File: src/rtl/cq_pkg.sv
package cq_pkg;
  localparam logic [7:0] OP_MASK  = 8'h02;
  localparam logic [7:0] OP_WRITE = 8'h04;
  localparam logic [7:0] OP_JUMP  = 8'h10;
  localparam logic [7:0] OP_EVENT = 8'h20;
  localparam logic [7:0] OP_EOC   = 8'h40;

  localparam logic [15:0] SUBSYS_HI_BASE = 16'h1400;
  localparam int unsigned SUBSYS_FIRST   = 1;
  localparam int unsigned SUBSYS_LAST    = 3;

  // strobes from control to datapath
  typedef struct packed {
    logic loadStart;
    logic advance;
    logic jumpRel;
    logic jumpAbs;
    logic loadMask;
  } cqStrobe_t;
endpackage

File: src/rtl/cq_datapath.sv
module cq_datapath
  import cq_pkg::*;
#(
  parameter int unsigned AW = 32
) (
  input  logic          clk,
  input  logic          rstN,
  input  cqStrobe_t     strb,
  input  logic [AW-1:0] startAddr,
  input  logic [AW-1:0] endAddr,
  input  logic [23:0]   argA,
  input  logic [31:0]   argB,
  output logic [AW-1:0] pc,
  output logic          atEnd,
  output logic          subsysOk,
  output logic [31:0]   wrAddr,
  output logic [31:0]   wrData,
  output logic [31:0]   wrMask
);
  localparam logic [AW-1:0] STEP = AW'(8);

  logic [AW-1:0] pcQ;
  logic [31:0]   keepQ;
  logic [7:0]    subsys;
  logic [15:0]   hiHalf;

  always_ff @(posedge clk or negedge rstN) begin
    if (!rstN) begin
      pcQ <= '0;
    end else if (strb.loadStart) begin
      pcQ <= startAddr;
    end else if (strb.jumpAbs) begin
      pcQ <= argB[AW-1:0];
    end else if (strb.jumpRel) begin
      pcQ <= pcQ + argB[AW-1:0];
    end else if (strb.advance) begin
      pcQ <= pcQ + STEP;
    end
  end

  always_ff @(posedge clk or negedge rstN) begin
    if (!rstN) begin
      keepQ <= '0;
    end else if (strb.loadMask) begin
      keepQ <= argB;
    end
  end

  always_comb begin
    subsys   = argA[23:16];
    subsysOk = (32'(subsys) >= SUBSYS_FIRST) && (32'(subsys) <= SUBSYS_LAST);
    hiHalf   = SUBSYS_HI_BASE + {8'h00, subsys} - 16'd1;
    wrAddr   = {hiHalf, argA[15:1], 1'b0};
    wrData   = argB;
    wrMask   = argA[0] ? ~keepQ : '1;
  end

  assign pc    = pcQ;
  assign atEnd = (pcQ == endAddr);
endmodule

File: src/rtl/cq_control.sv
module cq_control
  import cq_pkg::*;
#(
  parameter int unsigned NEV = 16,
  localparam int unsigned EVW = (NEV > 1) ? $clog2(NEV) : 1
) (
  input  logic           clk,
  input  logic           rstN,
  input  logic           startPulse,
  input  logic [7:0]     opcode,
  input  logic [EVW-1:0] evId,
  input  logic           modeBit,
  input  logic           updEn,
  input  logic           updVal,
  input  logic           waitEn,
  input  logic           lowBitB,
  input  logic           atEnd,
  input  logic           subsysOk,
  input  logic [NEV-1:0] evFlags,
  output cqStrobe_t      strb,
  output logic           busy,
  output logic           waiting,
  output logic           wrValid,
  output logic [NEV-1:0] evClr,
  output logic [NEV-1:0] evSet,
  output logic           donePulse,
  output logic           errPulse
);
  localparam logic [NEV-1:0] ONE = {{(NEV-1){1'b0}}, 1'b1};

  logic busyQ, busyD;
  logic clrFire, setFire;

  always_ff @(posedge clk or negedge rstN) begin
    if (!rstN) busyQ <= 1'b0;
    else       busyQ <= busyD;
  end

  always_comb begin
    strb      = '0;
    busyD     = busyQ;
    wrValid   = 1'b0;
    waiting   = 1'b0;
    clrFire   = 1'b0;
    setFire   = 1'b0;
    donePulse = 1'b0;
    errPulse  = 1'b0;
    if (!busyQ) begin
      if (startPulse) begin
        strb.loadStart = 1'b1;
        busyD          = 1'b1;
      end
    end else if (atEnd) begin
      busyD = 1'b0;
    end else begin
      case (opcode)
        OP_MASK: begin
          strb.loadMask = 1'b1;
          strb.advance  = 1'b1;
        end
        OP_WRITE: begin
          if (subsysOk) begin
            wrValid      = 1'b1;
            strb.advance = 1'b1;
          end else begin
            errPulse = 1'b1;
            busyD    = 1'b0;
          end
        end
        OP_JUMP: begin
          if (modeBit) strb.jumpAbs = 1'b1;
          else         strb.jumpRel = 1'b1;
        end
        OP_EVENT: begin
          if (waitEn && (evFlags[evId] != lowBitB)) begin
            waiting = 1'b1;
          end else begin
            strb.advance = 1'b1;
            if (updEn) begin
              if (updVal) setFire = 1'b1;
              else        clrFire = 1'b1;
            end
          end
        end
        OP_EOC: begin
          donePulse    = lowBitB;
          strb.advance = 1'b1;
        end
        default: begin
          errPulse = 1'b1;
          busyD    = 1'b0;
        end
      endcase
    end
  end

  assign evClr = clrFire ? (ONE << evId) : '0;
  assign evSet = setFire ? (ONE << evId) : '0;
  assign busy  = busyQ;
endmodule

File: src/rtl/cq_sequencer.sv
module cq_sequencer
  import cq_pkg::*;
#(
  parameter int unsigned AW  = 32,
  parameter int unsigned NEV = 16
) (
  input  logic           clk,
  input  logic           rstN,
  input  logic           startPulse,
  input  logic [AW-1:0]  startAddr,
  input  logic [AW-1:0]  endAddr,
  output logic [AW-1:0]  imemAddr,
  input  logic [63:0]    imemRdata,
  output logic           wrValid,
  output logic [31:0]    wrAddr,
  output logic [31:0]    wrData,
  output logic [31:0]    wrMask,
  input  logic [NEV-1:0] evFlags,
  output logic [NEV-1:0] evClr,
  output logic [NEV-1:0] evSet,
  output logic           waiting,
  output logic           busy,
  output logic           donePulse,
  output logic           errPulse
);
  localparam int unsigned EVW = (NEV > 1) ? $clog2(NEV) : 1;

  cqStrobe_t   strb;
  logic [7:0]  opcode;
  logic [23:0] argA;
  logic [31:0] argB;
  logic        atEnd;
  logic        subsysOk;

  assign opcode = imemRdata[63:56];
  assign argA   = imemRdata[55:32];
  assign argB   = imemRdata[31:0];

  cq_control #(.NEV(NEV)) u_ctrl (
    .clk       (clk),
    .rstN      (rstN),
    .startPulse(startPulse),
    .opcode    (opcode),
    .evId      (argA[EVW-1:0]),
    .modeBit   (argA[0]),
    .updEn     (argB[31]),
    .updVal    (argB[16]),
    .waitEn    (argB[15]),
    .lowBitB   (argB[0]),
    .atEnd     (atEnd),
    .subsysOk  (subsysOk),
    .evFlags   (evFlags),
    .strb      (strb),
    .busy      (busy),
    .waiting   (waiting),
    .wrValid   (wrValid),
    .evClr     (evClr),
    .evSet     (evSet),
    .donePulse (donePulse),
    .errPulse  (errPulse)
  );

  cq_datapath #(.AW(AW)) u_dp (
    .clk      (clk),
    .rstN     (rstN),
    .strb     (strb),
    .startAddr(startAddr),
    .endAddr  (endAddr),
    .argA     (argA),
    .argB     (argB),
    .pc       (imemAddr),
    .atEnd    (atEnd),
    .subsysOk (subsysOk),
    .wrAddr   (wrAddr),
    .wrData   (wrData),
    .wrMask   (wrMask)
  );
endmodule

File: config.mk
export PLATFORM = sky130hd
export DESIGN_NAME = cq_sequencer
export DESIGN_NICKNAME = d
export VERILOG_FILES = /design/src/rtl/cq_pkg.sv /design/src/rtl/cq_datapath.sv /design/src/rtl/cq_control.sv /design/src/rtl/cq_sequencer.sv
export SDC_FILE = /design/constraint.sdc
export NUM_CORES = 1
export LEC_CHECK = 0
export BUFFER_PORTS_ARGS = -buffer_cell sky130_fd_sc_hd__buf_2
export CORE_MARGIN = 4
export CORE_UTILIZATION = 45
export CTS_BUF_LIST = sky130_fd_sc_hd__clkbuf_16
export DETAILED_ROUTE_END_ITERATION = 12
export GPL_TIMING_DRIVEN = 0
export HOLD_SLACK_MARGIN = 0.12
export PLACE_DENSITY = 0.77
export SETUP_SLACK_MARGIN = 0.1
export SKIP_CTS_REPAIR_TIMING = 1
export SYNTH_ARGS = -nofsm -noshare
export SYNTH_HDL_FRONTEND = slang
export SYNTH_SLANG_ARGS = --single-unit
File: constraint.sdc
create_clock -name clk -period 6.7 [get_ports clk]
set_input_delay 0.335 -clock clk [delete_from_list [all_inputs] [get_ports clk]]
set_output_delay 0.335 -clock clk [all_outputs]
set_load 0.005 [all_outputs]
### After elaboration in Yosys (flattened, before gate mapping)

Cells that the tools add are included.
W data, S select, Z words.

* mux-type cells: 49
* $mul: 0
* bitwise operators: 1
* reduce and logical (&&, ||, !) cells: 5
* div/mod/pow operators: 0
* equal/unequal tests: 7
* shifts and indexed selects: 1
* magnitude comparators: 3
* $add $sub $neg: 4

Operator list (number)
* $mux W32: 5
* $mux W1: 35
* $add A32 B32 Y32: 1
* $add A32 B4 Y32 const B: 1
* $eq A32 B32 Y1: 1
* $mux W16: 2
* $not A32 Y32: 1
* $shl A1 B4 Y16 const A: 1
* $sub A16 B1 Y16 const B: 1
* $add A13 B8 Y14 const A: 1
* $eq A8 B2 Y1 const B: 1
* $eq A8 B3 Y1 const B: 1
* $eq A8 B5 Y1 const B: 1
* $eq A8 B6 Y1 const B: 1
* $eq A8 B7 Y1 const B: 1
* $ge A8 B1 Y1 const B: 1
* $le A8 B2 Y1 const B: 1
* $mux W4: 2
* $lt A4 B5 Y1 const B: 1
* $bmux W1 S4: 1
* $pmux W1 S2: 2
* $reduce_bool A4 Y1: 1
* $reduce_or A4 Y1: 1
* $pmux W1 S3: 1
* 4 further kinds: 5

* output and inout port bits: 165
* memory bits (read-only): 0
* input bits: 147
* memories kept: 0
* logic and storage cells: 73
* register bits: 65
* bits in latches: 0
* RAM bits: 0

### Logic depth before layout (Yosys ltp)

* word-level depth: 12
* mapped depth: 12
* depth with buffers taken out: 12

### Cells and area by module

From an unflattened synthesis, not the netlist that was laid out.

* cell total of the unflattened synthesis: 875
* area, all modules: 7004.2 um2

Modules (own cells, without submodules)
* cq_datapath: times used 1, cells an instance 765, area an instance 6284.8 um2, sequential area each 1601.5 um2
* cq_control: times used 1, cells an instance 110, area an instance 719.4 um2, sequential area each 25.0 um2

### Worst setup path before layout

Ideal clock, no wire load.

* path kind: reg-to-reg
* from: register u_dp.pcQ[4], in the netlist u_dp.pc[4]
* to: register u_dp.pcQ[26], in the netlist u_dp.pc[26]
* data required time: 6570 ps
* data arrival time: 2678 ps
* library setup time: 130 ps
* period minus slack after synthesis: 2808 ps
* path buffers: 0
* stages on the path, launching flop included: 11
* path slack: 3892 ps
* cell sequence: dfrtp_1 -> ha_1 -> a21o_1 -> a21oi_1 -> a211oi_1 -> o31ai_1 -> o21ai_1 -> a22o_1 -> a211o_1 -> a21oi_1 -> o21ai_0

* word-level cells in the longest chain between the ends: 6
* elaborated cells on any way between the ends: 10
* classes of those cells: 2 x add/sub; 1 x eq/ne; 6 x mux; 1 x reduce/logical

Ends and longest elaborated chain
* start, declared: line cq_datapath.sv:22 `logic [AW-1:0] pcQ;`
* start signal, assigned: line cq_datapath.sv:31 `pcQ <= startAddr;`
* start signal, assigned: line cq_datapath.sv:33 `pcQ <= argB[AW-1:0];`
* start signal, assigned: line cq_datapath.sv:35 `pcQ <= pcQ + argB[AW-1:0];`
* branches (longest 6 deep; another with $add A32 B4 Y32)

Several ways; the timed one is not identified. The select of a mux whose other input is x is not followed.
A chain may end at the register's enable or synchronous reset.

### Worst setup path in the final report

* from: register u_dp.pcQ[4], in the netlist u_dp.pc[4]
* to: register u_dp.pcQ[12], in the netlist u_dp.pc[12]

Same word-level chain as after synthesis.

==> impl_results.md <==
* Run status: completed
* Number of distinct library cell variants in the gate-level netlist after synthesis at 71
* Transition time at the pin with the least slew margin at 994 ps
* Area of the mapped netlist at 0.00699 mm²
* Path type of the worst min-delay path: input port to async pin
* Upper clock frequency limit at 242 MHz
* Post-route worst hold slack at 92.5 ps
* Area overhead of the layout relative to synthesis at 28.8%
* Switching Share at 37.6%
* Net switching power figure at 0.622 mW
* All-Layer GR Usage at 31.2%
* Max capacitance violation total at 0
* Vias per std cell at 5.76
* Synth area leader: sky130_fd_sc_hd__dfrtp_1
* Combinational fraction of design power at 39.1%
* Total of warnings raised by yosys at 0
* Wire length of the first global-routing pass at 42.8 mm
* DR vias at 8,030
* Sequential power share at 30.1%
* Clk slew on worst S/H paths at 60 ps
* Slowest library cell on the worst path: sky130_fd_sc_hd__nor4_1
* Initial detailed-routing violation count at 878
* Unrepaired setup endpoints after global routing: false
* Number of buffers between clock root and the deepest sink at 2
* Top fanout value on the critical path at 10
* Hpwl dp at 22.3 mm
* Share of the yosys chip area belonging to registers at 23.3%
* Port buffer count at 291
* Critical Path AT at 4370 ps
* First-pass iteration count of the detailed router at 9
* Clock power frac at 30.8%
* Overflow after GRT at 0
* Capturing element type of the critical path: register
* Final hold vios at 0
* Post-synth top area share at 23.3%
* Setup tns final at 0 ps
* Leakage power summed over all cells at 4.34 nW
* Highest-count cells in the layout ignoring fill and taps: sky130_fd_sc_hd__buf_2 (296), sky130_fd_sc_hd__nand2_1 (109), sky130_fd_sc_hd__nor2_1 (86)
* Core region area at 0.0152 mm²
* Biggest area contributors in the synthesized netlist: sky130_fd_sc_hd__dfrtp_1 (23%), sky130_fd_sc_hd__xor2_1 (6.6%), sky130_fd_sc_hd__ha_1 (6.1%), sky130_fd_sc_hd__nand2_1 (5.9%), sky130_fd_sc_hd__buf_4 (5.7%)
* Number of instances in the synthesized netlist at 896
* Standard-cell row count at 45
* Worst EP required at 6940 ps
* Post-Place Cell Area at 0.00870 mm²
* # diodes at 0
* Number of antenna violations at the first check in global routing at 0
* Die width at 133 µm
* Slew margin rel. at 33.1%
* Share of cells above drive strength 1 at 34.7%
* Top Ports at 312
* Overall power of the completed layout at 1.65 mW
* Worst r2r src: u_dp.pc[4]
* Final core utilization at 59.2%
* Placer's final routability congestion estimate at 0.947
* Clock insertion delay at the later pin of the skew report at 360 ps
* Max H-tree Level at 3
* Startpoint-to-endpoint class of the critical path: register to register
* Ratio of total power to cell area at 183 mW/mm²
* Avg Inst Size Synth at 7.80 µm²
* Post-route DRC at 0
* Worst Setup Start Kind: register
* Root cell of the clock tree: sky130_fd_sc_hd__clkbuf_16
* Worst path setup slack after routing at 2570 ps
* Largest incremental delay on the critical path at 860 ps
* Internal power component at 1.03 mW
* Most frequent standard cell in the layout excluding fill and tap cells: sky130_fd_sc_hd__buf_2
* Vias in the first global route at 7,478
* Pin count of the biggest net entering global routing at 66
* Timing startpoint of the critical path: u_dp.pc[4]
* Cells traversed along the worst timing path: xor2_1, nor4_1, nand4_1, o21ai_1, buf_2, nand3b_1, clkbuf_1, clkbuf_1, a21oi_1, o21ai_0, a21oi_1
* Sum of routed wire length over all layers at 28.5 mm
* Number of nets in the final layout at 1,384
* Most instantiated flip-flop cell in the synthesis netlist: sky130_fd_sc_hd__dfrtp_1
* CTS tree: yes
* Number of synthesized flops with an enable pin at 0
* Antenna Nets Post-Route at 0
* Placement-stage worst setup slack at 2830 ps
* Setup-violating endpoint count in the final report at 0
* WL per Instance at 20.4 µm
* Initial Util at 46.0%
* Register bit total from synthesis at 65
* Maximum VDD drop at 140 µV
* CTS sink cnt at 65
* Inst Count DP at 1,379
* Share of synthesized flip-flops with an asynchronous set or reset at 100%
* Die Y-Extent at 133 µm
* Area of the die at 0.0176 mm²
* Final standard cell count with taps included and fillers excluded at 1,394
* Period minus WS final at 4130 ps
* Final clock period utilization by the worst path at 61.6%
* Number of buffers added by the clock tree synthesis step at 9
* Fin. max-slew vios at 0
* Clock tree skew after final layout at 11.6 ps
* Area of all placed cells without fillers at 0.00900 mm²
[power groups by stage]
stage,clock network (mW),logic (mW),registers [mW]
2_1_floorplan,0,0.410,0.480
3_3_place_gp,0,0.624,0.501
3_5_place_dp,0,0.630,0.502
4_1_cts,0.511,0.636,0.495
5_1_grt,0.525,0.707,0.502
6_report,0.508,0.646,0.497
[area by class of cell]
class / instances / area, µm²
fill: 1451 / 6200
multi-input combinational: 714 / 4710
sequential: 65 / 1630
timing repair buffer: 291 / 1460
buffer: 103 / 602
tap: 188 / 235
clock buffer: 9 / 225
clock inverter: 6 / 76.3
inverter: 18 / 67.6
[final timing paths]
check / endpoint / slack [ps] / cells after the start
setup reg to reg: u_dp.pc[12] / 2570 / 11
hold reg to reg: u_dp.keepQ[1] / 490 / 2
hold / removal: u_dp.keepQ[13] / 90 / 1
setup / recovery: u_dp.pc[12] / 2570 / 11
max in group asynchronous: u_dp.keepQ[3] / 5990 / 1
min in group clk: u_dp.pc[7] / 190 / 3
[kinds of logic (layout without fill, tap and decap cells)]
kind of cell / after synthesis / after routing / synth area share [%]
compound gates: 221 / 221 / 20.2
xor+xnor: 78 / 78 / 9.77
fa+ha+maj: 35 / 35 / 6.37
buf+inv: 121 / 427 / 9.57
flops: 65 / 65 / 23.3
mux: 50 / 50 / 8.46
other cells: 2 / 6 / 0.107
simple gates: 324 / 324 / 22.2
[critical path: cells and delay by family, from the launching register on]
family          cells  cell delay (ps)
flops               1              500
xor+xnor            1              280
buf+inv             3             1310
simple gates        3             1350
compound gates      4              570
[registers in the layout, summed over array words and instances (netlist names)]
| register | count |
|---|---|
| u_dp.keepQ | 32 |
| u_dp.pc | 32 |
| u_ctrl.busy | 1 |
[synthesized netlist by cell type, types with 7 or more instances]
library cell	number
sky130_fd_sc_hd__xor2_1	53
sky130_fd_sc_hd__nand2b_1	7
sky130_fd_sc_hd__nor3_1	16
sky130_fd_sc_hd__nand3b_1	8
sky130_fd_sc_hd__ha_1	34
sky130_fd_sc_hd__o31ai_1	9
sky130_fd_sc_hd__nor4_1	12
sky130_fd_sc_hd__mux2i_1	13
sky130_fd_sc_hd__a211oi_1	9
sky130_fd_sc_hd__xnor2_1	25
sky130_fd_sc_hd__mux2_2	33
sky130_fd_sc_hd__and3_1	14
sky130_fd_sc_hd__a31oi_1	11
sky130_fd_sc_hd__nand3_1	23
sky130_fd_sc_hd__a21oi_1	63
sky130_fd_sc_hd__o22ai_1	7
sky130_fd_sc_hd__clkbuf_1	35
sky130_fd_sc_hd__nand2_1	109
sky130_fd_sc_hd__nor2_1	86
sky130_fd_sc_hd__inv_1	18
sky130_fd_sc_hd__o21ai_0	50
sky130_fd_sc_hd__buf_1	7
sky130_fd_sc_hd__buf_4	53
sky130_fd_sc_hd__o211ai_1	18
sky130_fd_sc_hd__dfrtp_1	65
sky130_fd_sc_hd__a21o_1	14
sky130_fd_sc_hd__nor2b_1	9
[per-layer routing]
metal	vias to the layer above	global-route usage (%)	wire (µm)
li1	3761	-	-
met1	3691	39.0	11100
met2	512	51.6	13500
met3	66	7.83	3100
met4	0	12.4	861
met5	-	0	0
Power figures use the tool's default switching activity.
